$ cat src/rtl/bcc_pkg.sv
// Package: shared state type, request attributes and function-code encoding
// for the asynchronous bus cycle controller.
package bcc_pkg;

    // Bus phases; one clock each except PH_WAIT, which repeats.
    typedef enum logic [2:0] {
        PH_IDLE = 3'd0,
        PH_S0   = 3'd1,
        PH_S1   = 3'd2,
        PH_S2   = 3'd3,
        PH_S3   = 3'd4,
        PH_WAIT = 3'd5,
        PH_END  = 3'd6
    } phase_e;

    // Attributes of the accepted request.
    typedef struct packed {
        logic sup;
        logic prog;
        logic write;
        logic word;
    } req_attr_t;

    localparam int FC_W = 3;

    // Function code: {supervisor, program, data}.
    function automatic logic [FC_W-1:0] fc_encode(input logic sup, input logic prog);
        return {sup, prog, ~prog};
    endfunction

endpackage

$ cat src/rtl/bcc_sequencer.sv
// Module: bcc_sequencer
// Steps the bus phases for one transfer. It assumes the request registers
// hold the address from S1 on, so alignment is judged there. Responses count
// only on the edge that ends S3 or a wait clock.
module bcc_sequencer
    import bcc_pkg::*;
(
    input  logic   clk,
    input  logic   rst_n,
    input  logic   req_fire,
    input  logic   misaligned,
    input  logic   ack,
    input  logic   err,
    output phase_e phase,
    output logic   end_berr,
    output logic   end_aerr,
    output logic   data_latch
);

    phase_e phase_nx;
    logic   decide;

    assign decide     = (phase == PH_S3) || (phase == PH_WAIT);
    assign data_latch = decide && ack && !err;

    // Next-phase selection from the current phase and sampled responses.
    always_comb begin
        phase_nx = phase;
        case (phase)
            PH_IDLE: if (req_fire) phase_nx = PH_S0;
            PH_S0:   phase_nx = PH_S1;
            PH_S1:   phase_nx = misaligned ? PH_END : PH_S2;
            PH_S2:   phase_nx = PH_S3;
            PH_S3, PH_WAIT: phase_nx = (err || ack) ? PH_END : PH_WAIT;
            PH_END:  phase_nx = PH_IDLE;
            default: phase_nx = PH_IDLE;
        endcase
    end

    // Phase register and completion status flags.
    always_ff @(posedge clk) begin
        if (!rst_n) begin
            phase    <= PH_IDLE;
            end_berr <= 1'b0;
            end_aerr <= 1'b0;
        end else begin
            phase <= phase_nx;
            if (phase == PH_S1 && misaligned) begin
                end_aerr <= 1'b1;
            end
            if (decide && err) begin
                end_berr <= 1'b1;
            end
            if (phase == PH_END) begin
                end_berr <= 1'b0;
                end_aerr <= 1'b0;
            end
        end
    end

endmodule

$ cat src/rtl/bcc_request_regs.sv
// Module: bcc_request_regs
// Holds the accepted request, the address output register (loaded while in
// S0 so it is valid from S1) and the read data latch. It assumes
// `capture` only pulses while the controller is idle.
module bcc_request_regs
    import bcc_pkg::*;
#(
    parameter int ADDR_W = 24,
    parameter int DATA_W = 16
) (
    input  logic              clk,
    input  logic              rst_n,
    input  logic              capture,
    input  logic              addr_load,
    input  logic              data_latch,
    input  req_attr_t         attr_in,
    input  logic [ADDR_W-1:0] addr_in,
    input  logic [DATA_W-1:0] wdata_in,
    input  logic [DATA_W-1:0] rdata_in,
    output req_attr_t         attr_q,
    output logic [ADDR_W-1:0] addr_q,
    output logic [DATA_W-1:0] wdata_q,
    output logic [DATA_W-1:0] rdata_q
);

    logic [ADDR_W-1:0] addr_pend;

    // Request capture when the controller accepts a transfer.
    always_ff @(posedge clk) begin
        if (!rst_n) begin
            attr_q    <= '0;
            addr_pend <= '0;
            wdata_q   <= '0;
        end else if (capture) begin
            attr_q    <= attr_in;
            addr_pend <= addr_in;
            wdata_q   <= wdata_in;
        end
    end

    // Address output register, loaded at the S0 to S1 edge.
    always_ff @(posedge clk) begin
        if (!rst_n) begin
            addr_q <= '0;
        end else if (addr_load) begin
            addr_q <= addr_pend;
        end
    end

    // Read data latch on an acknowledged read.
    always_ff @(posedge clk) begin
        if (!rst_n) begin
            rdata_q <= '0;
        end else if (data_latch && !attr_q.write) begin
            rdata_q <= rdata_in;
        end
    end

endmodule

$ cat src/rtl/bcc_pin_decode.sv
// Module: bcc_pin_decode
// Combinational decode of the bus and core-side pins from the phase. It
// assumes the request registers are stable for the whole cycle.
module bcc_pin_decode
    import bcc_pkg::*;
#(
    parameter int ADDR_W = 24,
    parameter int DATA_W = 16
) (
    input  phase_e            phase,
    input  req_attr_t         attr,
    input  logic [ADDR_W-1:0] addr_q,
    input  logic [DATA_W-1:0] wdata_q,
    input  logic              end_berr,
    input  logic              end_aerr,
    output logic [FC_W-1:0]   fc,
    output logic              fc_en,
    output logic [ADDR_W-1:0] addr,
    output logic              addr_en,
    output logic              as_o,
    output logic              rw_n,
    output logic [DATA_W-1:0] wdata,
    output logic              wdata_en,
    output logic              ready,
    output logic              done,
    output logic              berr_o,
    output logic              aerr_o
);

    logic strobe_ph;

    // Phase windows for each pin group.
    always_comb begin
        strobe_ph = (phase == PH_S2) || (phase == PH_S3) || (phase == PH_WAIT);
        fc_en     = (phase == PH_S0) || (phase == PH_S1) || strobe_ph;
        addr_en   = (phase == PH_S1) || strobe_ph;
        as_o      = strobe_ph;
        rw_n      = !(attr.write && addr_en);
        wdata_en  = attr.write && strobe_ph;
        fc        = fc_en ? fc_encode(attr.sup, attr.prog) : '0;
        addr      = addr_en ? addr_q : '0;
        wdata     = wdata_en ? wdata_q : '0;
        ready     = (phase == PH_IDLE);
        done      = (phase == PH_END);
        berr_o    = done && end_berr;
        aerr_o    = done && end_aerr;
    end

endmodule

$ cat src/rtl/bus_cycle_ctrl.sv
// Module: bus_cycle_ctrl
// Runs one asynchronous bus read or write per request: function code in S0,
// address in S1, strobe from S2, decision on the edge ending S3 or a wait
// clock. It assumes the core holds its request fields during the accept
// clock and waits for core_done before its next step.
module bus_cycle_ctrl
    import bcc_pkg::*;
#(
    parameter int ADDR_W = 24,
    parameter int DATA_W = 16
) (
    input  logic              clk,
    input  logic              rst_n,
    input  logic              core_req,
    input  logic [ADDR_W-1:0] core_addr,
    input  logic              core_supervisor,
    input  logic              core_program,
    input  logic              core_write,
    input  logic              core_word,
    input  logic [DATA_W-1:0] core_wdata,
    output logic              core_ready,
    output logic              core_done,
    output logic [DATA_W-1:0] core_rdata,
    output logic              core_bus_err,
    output logic              core_addr_err,
    output logic [2:0]        bus_fc,
    output logic              bus_fc_en,
    output logic [ADDR_W-1:0] bus_addr,
    output logic              bus_addr_en,
    output logic              bus_as,
    output logic              bus_rw_n,
    output logic [DATA_W-1:0] bus_wdata,
    output logic              bus_wdata_en,
    input  logic [DATA_W-1:0] bus_rdata,
    input  logic              bus_ack,
    input  logic              bus_err
);

    phase_e            phase;
    req_attr_t         attr_in, attr_q;
    logic [ADDR_W-1:0] addr_q;
    logic [DATA_W-1:0] wdata_q;
    logic              req_fire, misaligned, end_berr, end_aerr, data_latch;

    assign attr_in    = '{sup: core_supervisor, prog: core_program,
                          write: core_write, word: core_word};
    assign req_fire   = core_req && (phase == PH_IDLE);
    assign misaligned = attr_q.word && addr_q[0];

    bcc_sequencer u_seq (
        .clk        (clk),
        .rst_n      (rst_n),
        .req_fire   (req_fire),
        .misaligned (misaligned),
        .ack        (bus_ack),
        .err        (bus_err),
        .phase      (phase),
        .end_berr   (end_berr),
        .end_aerr   (end_aerr),
        .data_latch (data_latch)
    );

    bcc_request_regs #(.ADDR_W(ADDR_W), .DATA_W(DATA_W)) u_regs (
        .clk        (clk),
        .rst_n      (rst_n),
        .capture    (req_fire),
        .addr_load  (phase == PH_S0),
        .data_latch (data_latch),
        .attr_in    (attr_in),
        .addr_in    (core_addr),
        .wdata_in   (core_wdata),
        .rdata_in   (bus_rdata),
        .attr_q     (attr_q),
        .addr_q     (addr_q),
        .wdata_q    (wdata_q),
        .rdata_q    (core_rdata)
    );

    bcc_pin_decode #(.ADDR_W(ADDR_W), .DATA_W(DATA_W)) u_pins (
        .phase    (phase),
        .attr     (attr_q),
        .addr_q   (addr_q),
        .wdata_q  (wdata_q),
        .end_berr (end_berr),
        .end_aerr (end_aerr),
        .fc       (bus_fc),
        .fc_en    (bus_fc_en),
        .addr     (bus_addr),
        .addr_en  (bus_addr_en),
        .as_o     (bus_as),
        .rw_n     (bus_rw_n),
        .wdata    (bus_wdata),
        .wdata_en (bus_wdata_en),
        .ready    (core_ready),
        .done     (core_done),
        .berr_o   (core_bus_err),
        .aerr_o   (core_addr_err)
    );

endmodule

$ cat config.mk
export PLATFORM = sky130hd
export DESIGN_NAME = bus_cycle_ctrl
export DESIGN_NICKNAME = d
export VERILOG_FILES = /design/src/rtl/bcc_pkg.sv /design/src/rtl/bcc_sequencer.sv /design/src/rtl/bcc_request_regs.sv /design/src/rtl/bcc_pin_decode.sv /design/src/rtl/bus_cycle_ctrl.sv
export SDC_FILE = /design/constraint.sdc
export NUM_CORES = 1
export LEC_CHECK = 0
export BUFFER_PORTS_ARGS = -buffer_cell sky130_fd_sc_hd__buf_2
export CAP_MARGIN = 25
export CORE_MARGIN = 3
export CORE_UTILIZATION = 35
export CTS_BUF_LIST = sky130_fd_sc_hd__clkbuf_8 sky130_fd_sc_hd__clkbuf_16
export CTS_CLUSTER_DIAMETER = 100
export DETAILED_ROUTE_END_ITERATION = 12
export PLACE_DENSITY = 0.59
export REMOVE_ABC_BUFFERS = 1
export SLEW_MARGIN = 20
export SYNTH_ARGS = -nofsm -noshare
export SYNTH_HDL_FRONTEND = slang
export SYNTH_SLANG_ARGS = --single-unit
$ cat constraint.sdc
create_clock -name clk -period 2.5 [get_ports clk]
set_clock_uncertainty 0.2 [all_clocks]
set_input_delay 0.125 -clock clk [delete_from_list [all_inputs] [get_ports clk]]
set_output_delay 0.125 -clock clk [all_outputs]
set_load 0.01 [all_outputs]
==> results of run 1 <==
-- synthesized netlist by cell type --
| cell type | n |
|---|---|
| dfxtp_1 | 89 |
| nor4b_4 | 2 |
| mux2i_1 | 16 |
| a21boi_0 | 10 |
| nor3_1 | 1 |
| a21boi_1 | 14 |
| inv_1 | 1 |
| a21oi_1 | 3 |
| or3b_1 | 1 |
| nand2_1 | 128 |
| buf_6 | 5 |
| a21boi_2 | 1 |
| o22a_1 | 1 |
| o21ai_0 | 45 |
| or4_1 | 1 |
| xnor2_1 | 1 |
| nor3b_4 | 1 |
| and2_1 | 46 |
| buf_2 | 8 |
| a32oi_1 | 1 |
| nand2b_1 | 2 |
| nor2b_1 | 1 |
| nand2b_4 | 1 |
| buf_4 | 4 |
| nand3_1 | 46 |
| clkbuf_1 | 21 |
| nor2_1 | 6 |
| o221a_2 | 1 |
| o2bb2ai_1 | 1 |
| nand3b_1 | 1 |
-- what timing repair did --
item	CTS	global route
hold endpoints to repair	62	0
setup endpoints to repair	0	17
hold buffers	63	0
resized for setup	0	1
-- worst min-delay path: cells and delay by family --
| family | cells | cell delay (ns) |
|---|---|---|
| AND/OR/NAND/NOR | 1 | 0.12 |
| buffers and inverters | 1 | 0.13 |
| AO/OA/AOI/OAI | 2 | 0.19 |
-- worst max-delay path by stage --
stage                                startpoint                               end  slack, ns
floorplan           u_seq.phase[2]$_SDFFE_PN0P_  u_regs.addr_pend[0]$_SDFFE_PN0P_      -0.52
global placement    u_seq.phase[2]$_SDFFE_PN0P_                      bus_wdata[2]       0.47
detailed placement  u_seq.phase[2]$_SDFFE_PN0P_     u_regs.addr_q[4]$_SDFFE_PN0P_       0.41
global route        u_seq.phase[0]$_SDFFE_PN0P_                      bus_wdata[4]       0.06
finish              u_seq.phase[2]$_SDFFE_PN0P_                      bus_wdata[4]       0.22
CTS                 u_seq.phase[2]$_SDFFE_PN0P_                     bus_wdata[11]       0.02
-- routing by layer --
layer	up-vias	routed length, µm	track usage
li1	1855	-	-
met1	1611	4046	0.1801
met2	82	4880	0.2838
met3	9	486	0.05461
met4	0	87	0.04541
met5	-	0	0
-- cells by family (layout without fill, tap and decap cells) --
kind of cell | count (synthesis) | count (layout)
simple gates | 237 | 237
flops | 89 | 89
compound gates | 77 | 77
buf+inv | 39 | 220
mux | 16 | 16
xor+xnor | 1 | 1
-- flip-flops by register name, summed over array words and instances (netlist names) --
name              count
u_regs.attr_q         4
u_regs.wdata_q       16
u_regs.addr_q        24
u_regs.addr_pend     24
u_seq.phase           3
u_seq.end_aerr        1
u_regs.rdata_q       16
u_seq.end_berr        1
-- where the power goes --
group	internal [mW]	total, mW	leakage, nW	switching (mW)
clock network	0.536	1.02	0.115	0.486
logic	0.248	0.540	1.46	0.292
registers	1.52	1.58	0.725	0.0652
-- final cells by class --
class | instances | area [µm²] | share of cell area
clock buffers | 12 | 165.2 | 0.03095
clock inverters | 4 | 42.54 | 0.007972
inverters | 1 | 3.754 | 0.0007034
multi-input cells | 331 | 1794 | 0.3362
flip-flops and latches | 89 | 1782 | 0.3339
well taps | 136 | 170.2 | 0.03189
repair buffers | 203 | 1379 | 0.2584
==> impl_metrics.json, run 1 <==
{
  "whs_path_depth": 4,
  "num_io_pins": 133,
  "fillers": 962,
  "yosys-mux-area-fraction": 0.04240,
  "outcome": "finished clean",
  "post-cts-setup-buffer-count": 0,
  "cts_tree": "done",
  "grt_pass1_wl_um": 15140,
  "core_um2": 10420,
  "place_congestion": 0.7129,
  "setup-tns-final_ns": 0,
  "clockRootBuffer": "clkbuf_8",
  "drv_slew": 0,
  "final_nets": 700,
  "synth_top_area_share": 0.4717,
  "drive_above_1_share": 0.2500,
  "hpwl_um": 5878,
  "fmax_mhz": 439.1,
  "synth.distinct_cells": 30,
  "die_area_um2": 12070,
  "maxCapViolCount": 0,
  "critPathMaxStageDelay_ns": 0.71,
  "port_buffers": 132,
  "fp.dieW_um": 109.9,
  "cts.sinks": 89,
  "cp-end-kind": "output port",
  "synthAdderAreaFrac": 0,
  "startpoint_type": "flop",
  "timing.final.crit_share": 0.9110,
  "drt_iter0_markers": 132,
  "synth_top_family_by_area": "simple AND/OR/NAND/NOR gates",
  "cts_made_buffers": 9,
  "power.density_nw_per_um2": 589.2,
  "grt_use_total": 0.1596,
  "synth_top_cell_by_area": "dfxtp_1",
  "min_period_ns": 2.277,
  "drc_errors": 0,
  "ant_nets": 0,
  "ys_ff_latch": 89,
  "synthesis.area_um2": 3777,
  "ctsHtreeMaxLevel": 3,
  "worst_pin_slew_ns": 0.8440,
  "place_area_um2": 4491,
  "rr_startpoint": "u_seq.phase[2]$_SDFFE_PN0P_",
  "finish.utilization": 0.5123,
  "dpl.cell_count": 697,
  "cp_data_required_time_ns": 2.17,
  "routed_via_density": 4.584,
  "ys_seq_area_frac": 0.4717,
  "clkLatencyLatePin_ns": 0.36,
  "worst-setup-path-type": "flop to output port",
  "finish.instance_area_um2": 5336,
  "worstRegToRegCells": 4,
  "syn2layout_area_growth_pct": 41.27,
  "grt_start_max_net_pins": 71,
  "setup_viol": 0,
  "initial_utilization": 0.3626,
  "worstPathMaxFanout": 17,
  "synth_xor_area_frac": 0.002319,
  "place_ws_ns": 0.4119,
  "worst_hold_slack_ns": 0.03549,
  "wl_per_cell_um": 12.24,
  "critPathTopFamily": "flip-flops",
  "power_mw": 3.144,
  "layout_common_cells": "buf_2 (131), nand2_1 (128), dfxtp_1 (89)",
  "critical_path_buf_inv_count": 1,
  "wl_um": 9500,
  "hold_violations": 0,
  "gr-total-overflow": 0,
  "cp_num_cells": 4,
  "rsz0062_at_grt": "false",
  "clk_pin_slew_ns": 0.08,
  "crit_path_top_delay_cell": "dfxtp_1",
  "hold_start": "bus_err",
  "cts_buffer_depth": 2,
  "leakage_nw": 2.298,
  "drtPass1Iterations": 4,
  "r2r_slack_ns": 0.42,
  "antenna_found_initial": 0,
  "peakVddDrop_v": 0.0003289,
  "synth-compound-area-share": 0.1242,
  "final_common_cell": "buf_2",
  "rows": 37,
  "die_h_um": 109.9,
  "cp_data_arrival_time_ns": 1.95,
  "vias": 3557,
  "ys_top_cells_by_area": "dfxtp_1 (47%), nand2_1 (13%), and2_1 (7.6%)",
  "regToRegEndpoint": "u_seq.phase[0]$_SDFFE_PN0P_",
  "cp_cell_sequence": "nand2b_4, a21boi_4, and2_1, buf_2",
  "yosys_warnings": 0,
  "hold_class": "input port to flop",
  "syn_avg_cell_area_um2": 8.230,
  "worst_slack_ns": 0.2226,
  "syn_inst": 459,
  "synth_simple_gate_area_frac": 0.3041,
  "whs_endpoint": "u_seq.end_berr$_SDFFE_PP0P_",
  "instances_no_fill": 776,
  "slew_headroom": 0.4373,
  "n_antenna_cell": 0,
  "grt_pass1_vias": 3332
}
No activity file was read; power rests on OpenSTA's default activity.
==> inputs of run 2 (changes only) <==
--- a/config.mk
+++ b/config.mk
@@ -9,7 +9,7 @@
 export CAP_MARGIN = 25
 export CORE_MARGIN = 3
 export CORE_UTILIZATION = 35
-export CTS_BUF_LIST = sky130_fd_sc_hd__clkbuf_8 sky130_fd_sc_hd__clkbuf_16
+export CTS_BUF_LIST = sky130_fd_sc_hd__clkbuf_16
 export CTS_CLUSTER_DIAMETER = 100
 export DETAILED_ROUTE_END_ITERATION = 12
 export PLACE_DENSITY = 0.59
==> constraint.sdc (replaced) <==
create_clock -name clk -period 2.3 [get_ports clk]
set_clock_uncertainty 0.2 [all_clocks]
set_input_delay 0.115 -clock clk [delete_from_list [all_inputs] [get_ports clk]]
set_output_delay 0.115 -clock clk [all_outputs]
set_load 0.01 [all_outputs]
==> run 2 against run 1 <==
Critical endpoint is now u_seq.phase[0]$_SDFFE_PN0P_. Utilization increased by 1.0 points. Die area unchanged. Wire length increased by 1.9%. Clock power increased by 45%. Non-clock buffer count increased by 2. Critical path type is now flop to flop.
==> impl_metrics.json, run 2 (same netlist as run 1, synthesis figures left out) <==
{
  "outcome": "finished clean",
  "hold_class": "input port to flop",
  "fmax_mhz": 478.4,
  "num_io_pins": 133,
  "clkLatencyLatePin_ns": 0.33,
  "instances_no_fill": 778,
  "maxCapViolCount": 0,
  "crit_path_top_delay_cell": "dlygate4sd3_1",
  "ctsHtreeMaxLevel": 3,
  "worst_hold_slack_ns": 0.05629,
  "routed_via_density": 4.602,
  "cts_tree": "done",
  "power_mw": 3.800,
  "layout_common_cells": "buf_2 (131), nand2_1 (128), dfxtp_1 (88)",
  "cts_buffer_depth": 2,
  "critPathTopFamily": "buffers and inverters",
  "startpoint_type": "flop",
  "grt_use_total": 0.1622,
  "hold_violations": 0,
  "die_area_um2": 12070,
  "dpl.cell_count": 700,
  "syn2layout_area_growth_pct": 44.15,
  "timing.final.crit_share": 0.9089,
  "rows": 37,
  "drt_iter0_markers": 183,
  "drv_slew": 0,
  "place_ws_ns": 0.3459,
  "port_buffers": 132,
  "min_period_ns": 2.090,
  "post-cts-setup-buffer-count": 0,
  "worst_pin_slew_ns": 0.5290,
  "place_congestion": 0.7002,
  "gr-total-overflow": 0,
  "cp_data_arrival_time_ns": 2.10,
  "fp.dieW_um": 109.9,
  "r2r_slack_ns": 0.21,
  "core_um2": 10420,
  "critPathMaxStageDelay_ns": 0.55,
  "leakage_nw": 2.340,
  "worstPathMaxFanout": 12,
  "drc_errors": 0,
  "peakVddDrop_v": 0.0004563,
  "vias": 3580,
  "cp-end-kind": "flop",
  "grt_start_max_net_pins": 69,
  "cts_made_buffers": 9,
  "clockRootBuffer": "clkbuf_16",
  "slew_headroom": 0.6473,
  "cts.sinks": 89,
  "wl_per_cell_um": 12.45,
  "worst_slack_ns": 0.2096,
  "regToRegEndpoint": "u_seq.phase[0]$_SDFFE_PN0P_",
  "finish.utilization": 0.5228,
  "fillers": 1001,
  "initial_utilization": 0.3626,
  "drive_above_1_share": 0.2570,
  "drtPass1Iterations": 6,
  "top_regs": "u_regs.addr_pend x24, u_regs.addr_q x24",
  "finish.instance_area_um2": 5445,
  "cp_cell_sequence": "buf_4, or4_1, nand3_1, nor2_1, dlygate4sd3_1",
  "die_h_um": 109.9,
  "rsz0062_at_grt": "false",
  "worstSetupStartpoint": "u_seq.phase[2]$_SDFFE_PN0P_",
  "whs_path_depth": 4,
  "grt_pass1_wl_um": 15560,
  "power.density_nw_per_um2": 697.8,
  "critical_path_buf_inv_count": 2,
  "antenna_found_initial": 0,
  "hpwl_um": 5903,
  "place_area_um2": 4513,
  "clk_pin_slew_ns": 0.06,
  "worstRegToRegCells": 5,
  "final_common_cell": "buf_2",
  "cp_data_required_time_ns": 2.31,
  "n_antenna_cell": 0,
  "worst-setup-path-type": "flop to flop",
  "final_nets": 702,
  "rr_startpoint": "u_seq.phase[2]$_SDFFE_PN0P_",
  "ant_nets": 0,
  "whs_endpoint": "u_seq.phase[1]$_SDFFE_PN0P_",
  "setup-tns-final_ns": 0,
  "grt_pass1_vias": 3289,
  "wl_um": 9683,
  "setup_viol": 0,
  "hold_start": "bus_ack"
}
## run 2: where the power goes
group	leakage (nW)	internal [mW]	switching, mW
Combinational	1.47	0.275	0.332
Sequential	0.725	1.65	0.0633
Clock	0.146	0.854	0.624
## run 2: timing repair
action / 4_1_cts / 5_1_grt
setup endpoints to repair: 13 / 16
gates cloned: 0 / 0
resized for setup: 1 / 1
hold buffers: 62 / 0
endpoints found under the hold margin: 61 / 0
## run 2: tightest hold or removal path, delay by kind of cell
kind	cells	cell delay [ns]
AOI/OAI and AO/OA	1	0.19
buffers and inverters	1	0.09
and+or+nand+nor	2	0.15
## run 2: layout make-up
type	count	area, µm²	area share
clock inverter	7	77.57	0.01425
multi-input combinational	331	1794	0.3295
tap	136	170.2	0.03125
sequential	89	1783	0.3274
inverter	1	3.754	0.0006893
timing repair buffer	205	1391	0.2555
clock buffer	9	225.2	0.04136
## run 2: worst max path at each step
stage / endpoint / slack (ns) / cells after the start
2_1_floorplan: u_regs.addr_pend[0]$_SDFFE_PN0P_ / -0.72 / 2
3_3_place_gp: bus_wdata[12] / 0.44 / 4
3_5_place_dp: bus_wdata[11] / 0.35 / 4
4_1_cts: bus_wdata[11] / 0.1 / 4
5_1_grt: bus_wdata[5] / 0.11 / 4
6_report: u_seq.phase[0]$_SDFFE_PN0P_ / 0.21 / 5
## run 2: layer usage
layer  track usage  share of wire  routed length [µm]  vias up
li1              -              -                   -     1871
met5             0              0                   0        -
met3       0.03112          0.040                 385       11
met1        0.1983           0.44                4254     1621
met2        0.2803           0.51                4901       77
met4       0.06144          0.015                 142        0
==> inputs of run 3 (changes only) <==
--- a/config.mk
+++ b/config.mk
@@ -5,9 +5,10 @@
 export SDC_FILE = /design/constraint.sdc
 export NUM_CORES = 1
 export LEC_CHECK = 0
+export ABC_CLOCK_PERIOD_IN_PS = 2300
 export BUFFER_PORTS_ARGS = -buffer_cell sky130_fd_sc_hd__buf_2
 export CAP_MARGIN = 25
-export CORE_MARGIN = 3
+export CORE_MARGIN = 2
 export CORE_UTILIZATION = 35
 export CTS_BUF_LIST = sky130_fd_sc_hd__clkbuf_16
 export CTS_CLUSTER_DIAMETER = 100
==> run 3 against run 2 <==
First-iteration DRC count down 31%. Non-clock buffer count up 1. Flip-flop and latch count unchanged. Setup slack worse by 0.054 ns. Critical path depth unchanged. Die area down 3.6%. Via count down 0.47%. Global-route usage up 0.066 points. Highest routed layer unchanged. Register-to-register slack better by 0.23 ns. Worst hold slack worse by 0.036 ns. Wire length down 3.3%.
==> impl_metrics.json, run 3 (same netlist as run 1, synthesis figures left out) <==
{
  "core_um2": 10420,
  "timing.final.crit_share": 0.9325,
  "vias": 3563,
  "final_nets": 703,
  "fillers": 1034,
  "whs_endpoint": "u_seq.phase[0]$_SDFFE_PN0P_",
  "cp_cell_sequence": "nand2b_4, nand2_1, buf_4, and2_1, buf_2",
  "final_common_cell": "buf_2",
  "n_antenna_cell": 0,
  "grt-busiest-layer": "met2",
  "slew_headroom": 0.6682,
  "worst_pin_slew_ns": 0.4970,
  "drt_iter0_markers": 127,
  "outcome": "finished clean",
  "cp_data_required_time_ns": 1.99,
  "cp_num_cells": 5,
  "critPathTopFamily": "flip-flops",
  "drtPass1Iterations": 4,
  "whs_path_depth": 4,
  "hpwl_um": 5892,
  "worstRegToRegCells": 4,
  "startpoint_type": "flop",
  "cts.sinks": 89,
  "setup-tns-final_ns": 0,
  "worst-setup-path-type": "flop to output port",
  "place_congestion": 0.7226,
  "worst_slack_ns": 0.1553,
  "rr_startpoint": "u_seq.phase[2]$_SDFFE_PN0P_",
  "syn2layout_area_growth_pct": 43.29,
  "hold_start": "core_req",
  "cp_data_arrival_time_ns": 1.83,
  "setup_viol": 0,
  "wl_per_cell_um": 12.04,
  "critical_path_buf_inv_count": 2,
  "drc_errors": 0,
  "use_met2": 0.2875,
  "peakVddDrop_v": 0.0003303,
  "fp.dieW_um": 107.9,
  "cts_tree": "done",
  "power.density_nw_per_um2": 670.0,
  "cts_buffer_depth": 2,
  "crit_path_top_delay_cell": "dfxtp_1",
  "grt_util_met3": 0.03814,
  "hold_class": "input port to flop",
  "port_buffers": 132,
  "grt_pass1_vias": 3332,
  "clk_pin_slew_ns": 0.06,
  "num_io_pins": 133,
  "leakage_nw": 2.318,
  "grt_use_total": 0.1628,
  "wl_um": 9368,
  "place_ws_ns": 0.3639,
  "cp-end-kind": "output port",
  "die_h_um": 107.9,
  "rsz0062_at_grt": "false",
  "cts_made_buffers": 9,
  "worstPathMaxFanout": 26,
  "antenna_found_initial": 0,
  "maxCapViolCount": 0,
  "ant_nets": 0,
  "drv_slew": 0,
  "routed_via_density": 4.580,
  "ctsHtreeMaxLevel": 3,
  "drive_above_1_share": 0.2601,
  "layout_common_cells": "buf_2 (131), nand2_1 (128), dfxtp_1 (89)",
  "hold_violations": 0,
  "fmax_mhz": 466.3,
  "r2r_slack_ns": 0.44,
  "top_regs": "u_regs.addr_pend x24, u_regs.addr_q x24",
  "die_area_um2": 11640,
  "clockRootBuffer": "clkbuf_16",
  "critPathMaxStageDelay_ns": 0.63,
  "clkLatencyLatePin_ns": 0.32,
  "gr-total-overflow": 0,
  "initial_utilization": 0.3626,
  "power_mw": 3.627,
  "grt_pass1_wl_um": 15390,
  "min_period_ns": 2.145,
  "grt_use_met1": 0.1928,
  "regToRegEndpoint": "u_regs.rdata_q[1]$_SDFFE_PN0P_",
  "grt_start_max_net_pins": 53,
  "rows": 37
}
==> run 3: cell count changes in the layout (fill, tap and decap cells not counted), sizes merged <==
cell,delta
buf,+3
inv,-3
clkinvlp,+2
dlygate4sd3,-2
bufinv,-1
clkinv,+1
==> run 3: how the worst max path moves through the flow <==
stage | start | end | slack, ns
after floorplan | u_seq.phase[2]$_SDFFE_PN0P_ | u_regs.addr_pend[0]$_SDFFE_PN0P_ | -0.72
after global placement | u_seq.phase[0]$_SDFFE_PN0P_ | bus_wdata[6] | 0.44
after detailed placement | u_seq.phase[0]$_SDFFE_PN0P_ | bus_wdata[7] | 0.36
after CTS | u_seq.phase[0]$_SDFFE_PN0P_ | bus_wdata[3] | 0.12
after global routing | u_seq.phase[2]$_SDFFE_PN0P_ | bus_addr[0] | 0.04
final | u_seq.phase[2]$_SDFFE_PN0P_ | bus_addr[0] | 0.16
==> run 3: what timing repair did <==
item                                   4_1_cts  5_1_grt
buffers inserted                             0        1
resized for setup                            1        0
setup endpoints to repair                    1       16
endpoints found under the hold margin       60        0
pin swaps                                    0        1
hold buffers                                60        0
==> run 3: where the power goes <==
group	switching [mW]	internal (mW)	total (mW)
combinational	0.323	0.268	0.591
sequential	0.0704	1.65	1.72
clock	0.586	0.727	1.31
==> run 3: routing by layer <==
metal / vias to the layer above / wire length [µm]
met5: - / 0
li1: 1867 / -
met4: 0 / 163
met2: 82 / 4676
met3: 12 / 430
met1: 1602 / 4098
==> run 3: tightest hold or removal path, cell delays in order <==
cell and delay, ns:
buf_2 0.10, or4_1 0.09, nand3_1 0.09, nor2_1 0.11
==> run 3: per-stage QoR <==
stage          cell area (µm²)  hold WS, ns    util  std cells
2_1_floorplan             3572      0.03671       -        421
3_3_place_gp              4516       0.1310  0.4335        702
3_5_place_dp              4516       0.1370  0.4335        702
4_1_cts                   5393      0.01162  0.5177        777
5_1_grt                   5413      0.04940  0.5196        778
6_report                  5413      0.02003  0.5196        778
==> run 3: final cells by class <==
type,instances,area (µm²),area share
clock inverter,6,43.79,0.008091
clock buffer,9,225.2,0.04161
multi-input combinational,331,1794,0.3315
timing repair buffer,206,1394,0.2575
inverter,1,3.754,0.0006935
sequential,89,1782,0.3292
tap,136,170.2,0.03144
